<file path="config.mk">
export PLATFORM = sky130hd
export DESIGN_NAME = dmac4_top
export DESIGN_NICKNAME = d
export VERILOG_FILES = /design/src/rtl/dmac4_pkg.sv /design/src/rtl/dmac4_chan.sv /design/src/rtl/dmac4_prio.sv /design/src/rtl/dmac4_mover.sv /design/src/rtl/dmac4_top.sv
export SDC_FILE = /design/constraint.sdc
export NUM_CORES = 2
export LEC_CHECK = 0
export CAP_MARGIN = 0
export CELL_PAD_IN_SITES_DETAIL_PLACEMENT = 0
export CELL_PAD_IN_SITES_GLOBAL_PLACEMENT = 1
export CORE_UTILIZATION = 40
export CTS_BUF_LIST = sky130_fd_sc_hd__clkbuf_4 sky130_fd_sc_hd__clkbuf_8 sky130_fd_sc_hd__clkbuf_16
export CTS_CLUSTER_SIZE = 14
export DETAILED_ROUTE_END_ITERATION = 10
export DONT_BUFFER_PORTS = 1
export PLACE_DENSITY_LB_ADDON = 0.1
export SYNTH_ARGS = -nofsm -noshare
export SYNTH_HDL_FRONTEND = slang
export SYNTH_SLANG_ARGS = --single-unit
export TNS_END_PERCENT = 5
</file>
<file path="constraint.sdc">
create_clock -name clk -period 3.9 [get_ports clk]
set_input_delay 0.975 -clock clk [delete_from_list [all_inputs] [get_ports clk]]
set_output_delay 0.975 -clock clk [all_outputs]
set_load 0.01 [all_outputs]
</file>
<file path="src/rtl/dmac4_pkg.sv">
package dmac4_pkg;
  typedef enum logic [1:0] {T_NOW = 2'd0, T_HBL = 2'd1, T_VBL = 2'd2, T_SPC = 2'd3} tim_e;
  typedef enum logic [1:0] {S_UP = 2'd0, S_DOWN = 2'd1, S_HOLD = 2'd2, S_UPRL = 2'd3} stp_e;
  typedef enum logic [1:0] {CF_SRC = 2'd0, CF_DST = 2'd1, CF_CNT = 2'd2, CF_CTL = 2'd3} cfg_e;

  localparam int B_EN   = 0;
  localparam int B_WIDE = 1;
  localparam int B_TIM  = 2;
  localparam int B_SC   = 4;
  localparam int B_DC   = 6;
  localparam int B_RPT  = 8;
  localparam int B_IRQ  = 9;

  // signed pointer increment for one unit
  function automatic logic [31:0] step_of(input logic [1:0] code, input logic wide);
    logic [31:0] sz;
    sz = wide ? 32'd4 : 32'd2;
    case (code)
      S_DOWN:  return -sz;
      S_HOLD:  return 32'd0;
      default: return sz;
    endcase
  endfunction

  // pointer alignment applied at block start
  function automatic logic [31:0] align_of(input logic [31:0] a, input logic wide);
    return wide ? {a[31:2], 2'b00} : {a[31:1], 1'b0};
  endfunction
endpackage

</file>
<file path="src/rtl/dmac4_chan.sv">
module dmac4_chan
  import dmac4_pkg::*;
#(
  parameter int IDX       = 0,
  parameter int NCH       = 4,
  parameter int CNT_W     = 16,
  parameter int LONG_BLK  = 65536,
  parameter int SHORT_BLK = 16384,
  localparam int CW       = CNT_W + 1
) (
  input  logic          clk,
  input  logic          rst_n,
  input  logic          cfg_we,
  input  logic [1:0]    cfg_sel,
  input  logic [31:0]   cfg_wdata,
  input  logic          hbl,
  input  logic          vbl,
  input  logic          grant,
  input  logic          done,
  input  logic [31:0]   end_src,
  input  logic [31:0]   end_dst,
  output logic          req_o,
  output logic [15:0]   ctl_o,
  output logic [31:0]   src_o,
  output logic [31:0]   dst_o,
  output logic [CW-1:0] cnt_o,
  output logic          irq_o
);
  logic [31:0]      src_r, dst_r, wsrc, wdst;
  logic [CNT_W-1:0] cnt_r;
  logic [CW-1:0]    wcnt;
  logic [15:0]      ctl;
  logic             pend, irq_q;

  function automatic logic [CW-1:0] units_of(input logic [CNT_W-1:0] c);
    if (c != '0) return CW'(c);
    return (IDX == NCH - 1) ? CW'(LONG_BLK) : CW'(SHORT_BLK);
  endfunction

  wire [1:0] tim       = ctl[B_TIM +: 2];
  wire       en        = ctl[B_EN];
  wire       ctl_wr    = cfg_we && (cfg_sel == CF_CTL);
  wire       arm       = ctl_wr && !en && cfg_wdata[B_EN];
  wire       blank_hit = en && ((tim == T_HBL && hbl) || (tim == T_VBL && vbl));
  wire       re_now    = done && ctl[B_RPT] && (tim == T_NOW);

  always_ff @(posedge clk) begin
    if (!rst_n) begin
      src_r <= '0; dst_r <= '0; cnt_r <= '0; ctl <= '0;
      wsrc  <= '0; wdst  <= '0; wcnt  <= '0;
      pend  <= 1'b0; irq_q <= 1'b0;
    end else begin
      irq_q <= done && ctl[B_IRQ];
      if (grant) pend <= 1'b0;
      if (done) begin
        wsrc <= end_src;
        if (ctl[B_RPT]) begin
          wcnt <= units_of(cnt_r);
          wdst <= (ctl[B_DC +: 2] == S_UPRL) ? dst_r : end_dst;
        end else begin
          wdst       <= end_dst;
          ctl[B_EN]  <= 1'b0;
        end
      end
      if (blank_hit || re_now) pend <= 1'b1;
      if (cfg_we) begin
        case (cfg_sel)
          CF_SRC: src_r <= {cfg_wdata[31:1], 1'b0};
          CF_DST: dst_r <= {cfg_wdata[31:1], 1'b0};
          CF_CNT: cnt_r <= cfg_wdata[CNT_W-1:0];
          default: begin
            ctl <= cfg_wdata[15:0];
            if (arm) begin
              wsrc <= src_r;
              wdst <= dst_r;
              wcnt <= units_of(cnt_r);
              pend <= (cfg_wdata[B_TIM +: 2] == T_NOW);
            end
            if (!cfg_wdata[B_EN]) pend <= 1'b0;
          end
        endcase
      end
    end
  end

  assign req_o = pend && en;
  assign ctl_o = ctl;
  assign src_o = wsrc;
  assign dst_o = wdst;
  assign cnt_o = wcnt;
  assign irq_o = irq_q;
endmodule

</file>
<file path="src/rtl/dmac4_prio.sv">
module dmac4_prio #(
  parameter int NCH = 4,
  localparam int IW = (NCH > 1) ? $clog2(NCH) : 1
) (
  input  logic [NCH-1:0] req,
  output logic [NCH-1:0] pick,
  output logic [IW-1:0]  idx,
  output logic           any
);
  always_comb begin
    pick = '0;
    idx  = '0;
    any  = 1'b0;
    for (int i = NCH - 1; i >= 0; i--) begin
      if (req[i]) begin
        pick    = '0;
        pick[i] = 1'b1;
        idx     = IW'(i);
        any     = 1'b1;
      end
    end
  end
endmodule

</file>
<file path="src/rtl/dmac4_mover.sv">
module dmac4_mover
  import dmac4_pkg::*;
#(
  parameter int NCH = 4,
  parameter int CW  = 17
) (
  input  logic           clk,
  input  logic           rst_n,
  input  logic           any,
  input  logic [NCH-1:0] pick,
  input  logic [31:0]    ld_src,
  input  logic [31:0]    ld_dst,
  input  logic [CW-1:0]  ld_cnt,
  input  logic           ld_wide,
  input  logic [1:0]     ld_sc,
  input  logic [1:0]     ld_dc,
  output logic [NCH-1:0] grant,
  output logic [NCH-1:0] done,
  output logic [31:0]    end_src,
  output logic [31:0]    end_dst,
  output logic           m_req,
  output logic           m_we,
  output logic           m_wide,
  output logic [31:0]    m_addr,
  output logic [31:0]    m_wdata,
  input  logic [31:0]    m_rdata,
  input  logic           m_ready
);
  typedef enum logic [1:0] {M_IDLE, M_RD, M_WR} mst_e;

  mst_e           st;
  logic [31:0]    a_s, a_d, hold_q;
  logic [CW-1:0]  left;
  logic           wide;
  logic [1:0]     sc, dc;
  logic [NCH-1:0] own;

  wire idle     = (st == M_IDLE);
  wire unit_end = (st == M_WR) && m_ready;
  wire last     = unit_end && (left == CW'(1));

  assign grant   = idle ? pick : '0;
  assign done    = last ? own : '0;
  assign end_src = a_s + step_of(sc, wide);
  assign end_dst = a_d + step_of(dc, wide);
  assign m_req   = !idle;
  assign m_we    = (st == M_WR);
  assign m_wide  = wide;
  assign m_addr  = (st == M_WR) ? a_d : a_s;
  assign m_wdata = hold_q;

  always_ff @(posedge clk) begin
    if (!rst_n) begin
      st <= M_IDLE; a_s <= '0; a_d <= '0; hold_q <= '0; left <= '0;
      wide <= 1'b0; sc <= '0; dc <= '0; own <= '0;
    end else begin
      case (st)
        M_IDLE: if (any) begin
          a_s  <= align_of(ld_src, ld_wide);
          a_d  <= align_of(ld_dst, ld_wide);
          left <= ld_cnt;
          wide <= ld_wide;
          sc   <= ld_sc;
          dc   <= ld_dc;
          own  <= pick;
          st   <= M_RD;
        end
        M_RD: if (m_ready) begin
          hold_q <= m_rdata;
          st     <= M_WR;
        end
        default: if (m_ready) begin
          a_s  <= end_src;
          a_d  <= end_dst;
          left <= left - CW'(1);
          st   <= last ? M_IDLE : M_RD;
        end
      endcase
    end
  end
endmodule

</file>
<file path="src/rtl/dmac4_top.sv">
module dmac4_top
  import dmac4_pkg::*;
#(
  parameter int NCH       = 4,
  parameter int CNT_W     = 16,
  parameter int LONG_BLK  = 65536,
  parameter int SHORT_BLK = 16384,
  localparam int IW       = (NCH > 1) ? $clog2(NCH) : 1,
  localparam int CW       = CNT_W + 1
) (
  input  logic           clk,
  input  logic           rst_n,
  input  logic           cfg_we,
  input  logic [IW-1:0]  cfg_ch,
  input  logic [1:0]     cfg_sel,
  input  logic [31:0]    cfg_wdata,
  input  logic [IW-1:0]  rd_ch,
  output logic [15:0]    rd_ctl,
  input  logic           hblank,
  input  logic           vblank,
  output logic [NCH-1:0] irq,
  output logic           m_req,
  output logic           m_we,
  output logic           m_wide,
  output logic [31:0]    m_addr,
  output logic [31:0]    m_wdata,
  input  logic [31:0]    m_rdata,
  input  logic           m_ready
);
  logic [31:0]    c_src [NCH];
  logic [31:0]    c_dst [NCH];
  logic [CW-1:0]  c_cnt [NCH];
  logic [15:0]    c_ctl [NCH];
  logic [NCH-1:0] ch_req, ch_pick, ch_grant, ch_done;
  logic [IW-1:0]  sel_idx;
  logic           sel_any;
  logic [31:0]    end_src, end_dst;

  for (genvar g = 0; g < NCH; g++) begin : g_ch
    dmac4_chan #(
      .IDX(g), .NCH(NCH), .CNT_W(CNT_W), .LONG_BLK(LONG_BLK), .SHORT_BLK(SHORT_BLK)
    ) u_ch (
      .clk(clk), .rst_n(rst_n),
      .cfg_we(cfg_we && (cfg_ch == IW'(g))), .cfg_sel(cfg_sel), .cfg_wdata(cfg_wdata),
      .hbl(hblank), .vbl(vblank),
      .grant(ch_grant[g]), .done(ch_done[g]), .end_src(end_src), .end_dst(end_dst),
      .req_o(ch_req[g]), .ctl_o(c_ctl[g]), .src_o(c_src[g]), .dst_o(c_dst[g]),
      .cnt_o(c_cnt[g]), .irq_o(irq[g])
    );
  end

  dmac4_prio #(.NCH(NCH)) u_prio (
    .req(ch_req), .pick(ch_pick), .idx(sel_idx), .any(sel_any)
  );

  dmac4_mover #(.NCH(NCH), .CW(CW)) u_mv (
    .clk(clk), .rst_n(rst_n), .any(sel_any), .pick(ch_pick),
    .ld_src(c_src[sel_idx]), .ld_dst(c_dst[sel_idx]), .ld_cnt(c_cnt[sel_idx]),
    .ld_wide(c_ctl[sel_idx][B_WIDE]), .ld_sc(c_ctl[sel_idx][B_SC +: 2]),
    .ld_dc(c_ctl[sel_idx][B_DC +: 2]),
    .grant(ch_grant), .done(ch_done), .end_src(end_src), .end_dst(end_dst),
    .m_req(m_req), .m_we(m_we), .m_wide(m_wide), .m_addr(m_addr),
    .m_wdata(m_wdata), .m_rdata(m_rdata), .m_ready(m_ready)
  );

  assign rd_ctl = c_ctl[rd_ch];
endmodule

</file>
After elaboration in Yosys (flattened, before gate mapping):

Index checks and enable logic that the tools add are counted.

* $add $sub $neg: 4
* $mul: 0
* div/mod/pow operators: 0
* $lt $le $gt $ge: 2
* equality and inequality tests: 27
* shift operators: 0
* mux-type cells: 193
* bitwise gates (word level): 4
* reductions and logical operators: 93

Operator list (count)
* two-way mux 32 bit: 49
* two-way mux 17 bit: 36
* one-hot mux 32 bit (2 select lines): 4
* binary-select mux 32 bit (select 2 bit): 2
* two-way mux 1 bit: 77
* adder 32 bit: 2
* binary-select mux 16 bit (select 2 bit): 2
* nonzero test 16 bit: 4
* logical AND 1 bit: 46
* AND reduction 2 bit: 18
* binary-select mux 17 bit (select 2 bit): 1
* one-hot mux 17 bit (2 select lines): 1
* two-way mux 16 bit: 2
* negation 32 bit: 1
* == test 2 bit, second input constant: 15
* two-way mux 4 bit: 6
* == test 2 x 1 -> 1 bit, second input constant: 9
* two-way mux 2 bit: 9
* == test 17 x 1 -> 1 bit, second input constant: 1
* subtractor 17 x 1 -> 17 bit, second input constant: 1
* logical NOT 2 bit: 8
* two-way mux 8 bit: 2
* logical OR 1 bit: 8
* greater-or-equal comparator 3 bit, second input constant: 2
* other kinds (9): 17

* register bits after elaboration: 832
* latch bits: 0
* bits in writable memories: 0
* memory bits (read-only): 0
* bits of input ports: 76
* output and inout port bits: 87
* logic and storage cells: 372
* memories: 0

Longest topological paths before layout:

* depth after elaboration: 13
* depth in mapped cells: 18
* depth with buffers taken out: 15

Hierarchy:

Synthesis repeated with hierarchy kept, for this count alone.

* cells, all modules: 5275
* area, all modules: 43352.8 um2

By module, submodules not included
* dmac4_chan at g_ch[0].u_ch ...: instances 3, cells an instance 904, area each 7507.2 um2, seq. area each 3543.4 um2
* dmac4_mover: instances 1, cells an instance 1519, area each 10750.3 um2, seq. area each 2442.3 um2
* dmac4_chan at g_ch[3].u_ch: instances 1, cells an instance 903, area each 7493.4 um2, seq. area each 3543.4 um2
* dmac4_top: instances 1, cells an instance 130, area each 2526.2 um2, seq. area each 0.0 um2
* dmac4_prio: instances 1, cells an instance 11, area each 61.3 um2, seq. area each 0.0 um2

Worst setup path after synthesis:

Ideal clock, no wire load.

* kind: reg-to-reg
* start: reg u_mv.dc[1]
* end: reg u_mv.a_d[25]
* setup time: 116 ps
* arrival: 3591 ps
* required time: 3784 ps
* setup slack: 193 ps
* stages on the path, launching flop included: 18
* buffers on the path: 3
* clock period less this slack: 3707 ps
* path through: dfxtp_1 inv_1 ha_1 clkbuf_1 clkbuf_1 clkbuf_1 nor2_1 nor2_1 ha_1 fa_1 a32o_1 o21ai_0 a21oi_1 o31ai_1 o22ai_1 xnor2_1 o21ai_0 o211a_1

* longest elaborated chain between the ends: 5
* elaborated cells between the ends (all ways): 6
* classes of those cells: add/sub (1); eq/ne (2); mux (3)

RTL lines
* start: declaration: line dmac4_mover.sv:35 `logic [1:0] sc, dc;`
* start signal: assignment: line dmac4_mover.sv:64 `dc <= ld_dc;`
* == test 2 bit / == test 2 x 1 -> 1 bit (equally long branches): line dmac4_pkg.sv:18 `case (code)`
* one-hot mux 32 bit (2 select lines) *: line dmac4_pkg.sv:18
* adder 32 bit *: line dmac4_mover.sv:45 `assign end_dst = a_d + step_of(dc, wide);`
* two-way mux 32 bit *: line dmac4_mover.sv:72 `default: if (m_ready) begin`
* one-hot mux 32 bit (2 select lines) *: line dmac4_mover.sv:57 `case (st)`
* end signal: assignment: line dmac4_mover.sv:60 `a_d <= align_of(ld_dst, ld_wide);`
* end signal: assignment: line dmac4_mover.sv:74 `a_d <= end_dst;`
* end: declaration: line dmac4_mover.sv:32 `logic [31:0] a_s, a_d, hold_q;`

Every way passes the cells marked *; elsewhere a longest branch is shown, timed or not. The select of a mux whose other input is x is not followed.
A chain may end at the register's enable or synchronous reset.

Worst setup path in the final report:

* start: reg u_mv.sc[1]
* end: reg g_ch[2].u_ch.wsrc[30]

* longest elaborated chain between the ends: 7
* elaborated cells between the ends (all ways): 8
* classes of those cells: add/sub (1); eq/ne (2); mux (5)

RTL lines
* start: declaration: line dmac4_mover.sv:35
* start signal: assignment: line dmac4_mover.sv:63 `sc <= ld_sc;`
* == test 2 bit / == test 2 x 1 -> 1 bit (equally long branches): line dmac4_pkg.sv:18
* one-hot mux 32 bit (2 select lines) *: line dmac4_pkg.sv:18
* adder 32 bit *: line dmac4_mover.sv:44 `assign end_src = a_s + step_of(sc, wide);`
* two-way mux 32 bit *: line dmac4_chan.sv:55 `if (done) begin`
* two-way mux 32 bit: line dmac4_chan.sv:73 `if (arm) begin`
* two-way mux 32 bit: line dmac4_chan.sv:67 `case (cfg_sel)`
* two-way mux 32 bit *: line dmac4_chan.sv:66 `if (cfg_we) begin`
* end signal: assignment: line dmac4_chan.sv:56 `wsrc <= end_src;`
* end signal: assignment: line dmac4_chan.sv:74 `wsrc <= src_r;`
* end: declaration: line dmac4_chan.sv:29 `logic [31:0] src_r, dst_r, wsrc, wdst;`

Every way passes the cells marked *; elsewhere a longest branch is shown, timed or not.

==> key figures <==
Setup path
  • Worst EP arrival: 4260 ps
  • Worst Setup End Kind: flop
  • Critical path class: reg -> reg
  • Worst Reg2Reg Path Length in Cells: 12
  • Required time of the critical path: 4440 ps
  • Worst setup SP type: flop
  • Worst-path fanout max: 5

Synthesis
  • Top_reg_cell synth: dfxtp_1
  • Post-synthesis xor/xnor area fraction: 0.0173
  • Synth cell types: 78
  • Post-synth net total: 5,255
  • Mapped Cells: 5,139
  • Top cells by area, synth: dfxtp_1 43%, nand2_1 15%, a21oi_1 9.2%
  • Post-Synth Simple-Gate Area: 0.239
  • Synth warnings: 0
  • Synth Cell Area: 38,500 um2
  • Sequential-to-total area share from yosys stat: 0.427
  • Main combinational cell family by area after synthesis: simple AND/OR/NAND/NOR gates
  • Post-Synth Adder-Cell Area: 0.0134
  • Compound-Gate Fraction of Synth Area: 0.227
  • Synth Register Bits: 822
  • Syn Area/Cell: 7.50 um2
  • Multiplexer share of the synthesized area: 0.0272
  • Leading area contributor after synthesis: dfxtp_1
  • Async SR Flop Fraction: 0
  • Share of the synthesized area in the top cell type: 0.427
  • Number of synthesized flops with an enable pin: 0

Min path
  • Min-Delay Path Class: in -> reg
  • Worst Hold Depth: 2

Timing
  • Rel. slew slack: 0.228
  • Clock Skews: 26.1 ps
  • FMAX: 269 MHz
  • Max-slew violations: 0
  • Final setup viols: 0
  • Fin crit period: 3720 ps
  • Worst-margin pin slew: 1160 ps
  • Final count of hold timing violations: 0
  • Fin crit share: 0.953

Layout
  • Fillers: 9,669
  • Number of nets in the layout: 5,070
  • Most frequent cells in the layout: 1,506 x nand2_1, 822 x dfxtp_1, 702 x a21oi_1, 223 x o21ai_0, 222 x nor2_1
  • Commonest non-fill, non-tap cell in the layout: nand2_1
  • Layout cell share with drive strength beyond 1: 0.0938
  • Final core occ: 0.456
  • Area grow syn2layout: 12.6%

Run status
  • Status: complete, no violations

Power
  • VDD IR max: 0.327 mV
  • Total power: 18.2 mW
  • Static Leak: 14.8 nW
  • P per Cell Area: 420 nW/um2

Routing
  • Avg WL per Cell: 26.6 um
  • Via count: 37,900
  • Post-Route WL: 168,000 um
  • Vias per inst: 6.03
  • Final ANT Viol Nets: 0
  • DR iter-0 viols: 4,078
  • First drt pass iteration count: 8
  • Number of remaining DRC errors: 0

Place
  • Port bufs: 0
  • Gpl congestion: 0.922
  • Post-DP HPWL: 103,000 um

CTS
  • CTS tree: built
  • Clk_lat worst skew: 680 ps
  • Cts bufs inserted: 96
  • Clock Root Buffer: clkbuf_16
  • CTS Hold Bufs: 0
  • Max H-tree Level: 3
  • Clock buffer depth: 3
  • Clock sink count: 822
  • Clock-pin transition on the worst setup and hold timing paths: 60 ps

Die
  • Core area: 95,200 um2
  • Die Y: 312 um
  • DIE WIDTH: 312 um
  • Row count: 113
  • Die area: 97,600 um2
  • Top Ports: 163
  • Initial Util: 0.405

Global route
  • Largest net degree at the start of global routing: 320
  • GRT overflow: 0
  • First-pass GRT wire length: 245,000 um
  • Vias in the first global route: 35,000
  • Initial antenna violation count: 4
  • Global-route usage over all layers: 0.334

Run
  • MaxCap Viol Count: 0
final cells by class:
type	instances	area, um2	area share
well taps	1265	1580	0.0365
clock inverters	24	292	0.00672
multi-input cells	3831	20500	0.472
repair buffers	177	1540	0.0355
diodes	3	7.51	0.000173
flip-flops and latches	822	16500	0.379
clock buffers	144	2920	0.0674
inverters	26	105	0.00242
path summary, 6_finish.rpt:
kind                    startpoint  slack, ps                      to
max                     u_mv.sc[1]        180  g_ch[2].u_ch.src_o[30]
min                     m_rdata[3]        430         u_mv.m_wdata[3]
max reg2reg             u_mv.sc[1]        180  g_ch[2].u_ch.src_o[30]
min reg2reg  g_ch[0].u_ch.ctl_o[9]        450      g_ch[0].u_ch.irq_o
where the power goes:
part	internal, mW	total, mW	leakage (nW)	switching [mW]
Sequential	8.48	8.52	6.63	0.0468
Combinational	0.128	0.423	6.57	0.294
Clock	5.55	9.29	1.63	3.74
Total	14.2	18.2	14.8	4.08
cells by family after synthesis:
family | Yosys count
compound gates | 1444
fa+ha+maj | 40
flops | 822
mux | 67
simple gates | 2203
buf+inv | 486
xor+xnor | 76
other cells | 1
Yosys cell counts (23+ instances only):
master,count
o21ai_0,224
dfxtp_1,822
a21boi_0,62
xnor2_1,53
o22ai_1,42
xor2_1,23
nand2_1,1512
a211oi_1,30
mux2_2,32
mux4_2,27
o221ai_1,76
and3_1,44
a31oi_1,53
buf_1,27
inv_1,23
nor4_1,29
nor3_1,65
ha_1,38
a21oi_1,709
nor2_1,229
clkbuf_1,394
nand3_1,188
a311oi_1,78
o211a_1,23
timing repair:
item	4_1_cts	5_1_grt
buffers inserted	0	1
endpoints found under the setup margin	0	37
gates resized for setup	0	14
stage by stage:
step                      hold slack, ps  setup TNS (ps)  cells  worst slack, ps  cell area (um2)
after floorplan                      420               0   5139              193            38500
after global placement               438               0   6120              155            40100
after detailed placement             438               0   6120             85.5            40100
after CTS                            387               0   6288             51.7            43300
after global routing                 399           -3.75   6289            -3.75            43400
final                                429               0   6292              182            43400
sequential cells by signal, summed over array words and instances, names as in the netlist:
name and count:
g_ch.u_ch.cnt_r 64, g_ch.u_ch.ctl_o 64, g_ch.u_ch.dst_r 124, u_mv.st 2
u_mv.m_wide 1, u_mv.a_d 31, g_ch.u_ch.dst_o 124, g_ch.u_ch.pend 4
u_mv.own 4, u_mv.m_wdata 32, u_mv.dc 2, g_ch.u_ch.src_r 124
g_ch.u_ch.irq_o 4, u_mv.a_s 31, g_ch.u_ch.cnt_o 68, u_mv.left 17
u_mv.sc 2, g_ch.u_ch.src_o 124
worst max-delay path, stage by stage (launching register included):
cell and delay (ps):
dfxtp_1 330, inv_1 60, ha_1 300, mux2_2 370
ha_1 310, a211o_1 310, a21oi_1 260, a211oi_2 130
o2111ai_1 390, a41oi_2 250, a211oi_1 330, xor2_1 410
o211ai_1 160
metal layers:
metal  vias up  GRT usage  share of wire
met2      1557      0.526           0.45
met3       299     0.0539          0.078
li1      17500          -              -
met5         -          0              0
met1     18600      0.464           0.44
met4         0      0.106          0.031
Power figures use the tool's default switching activity.
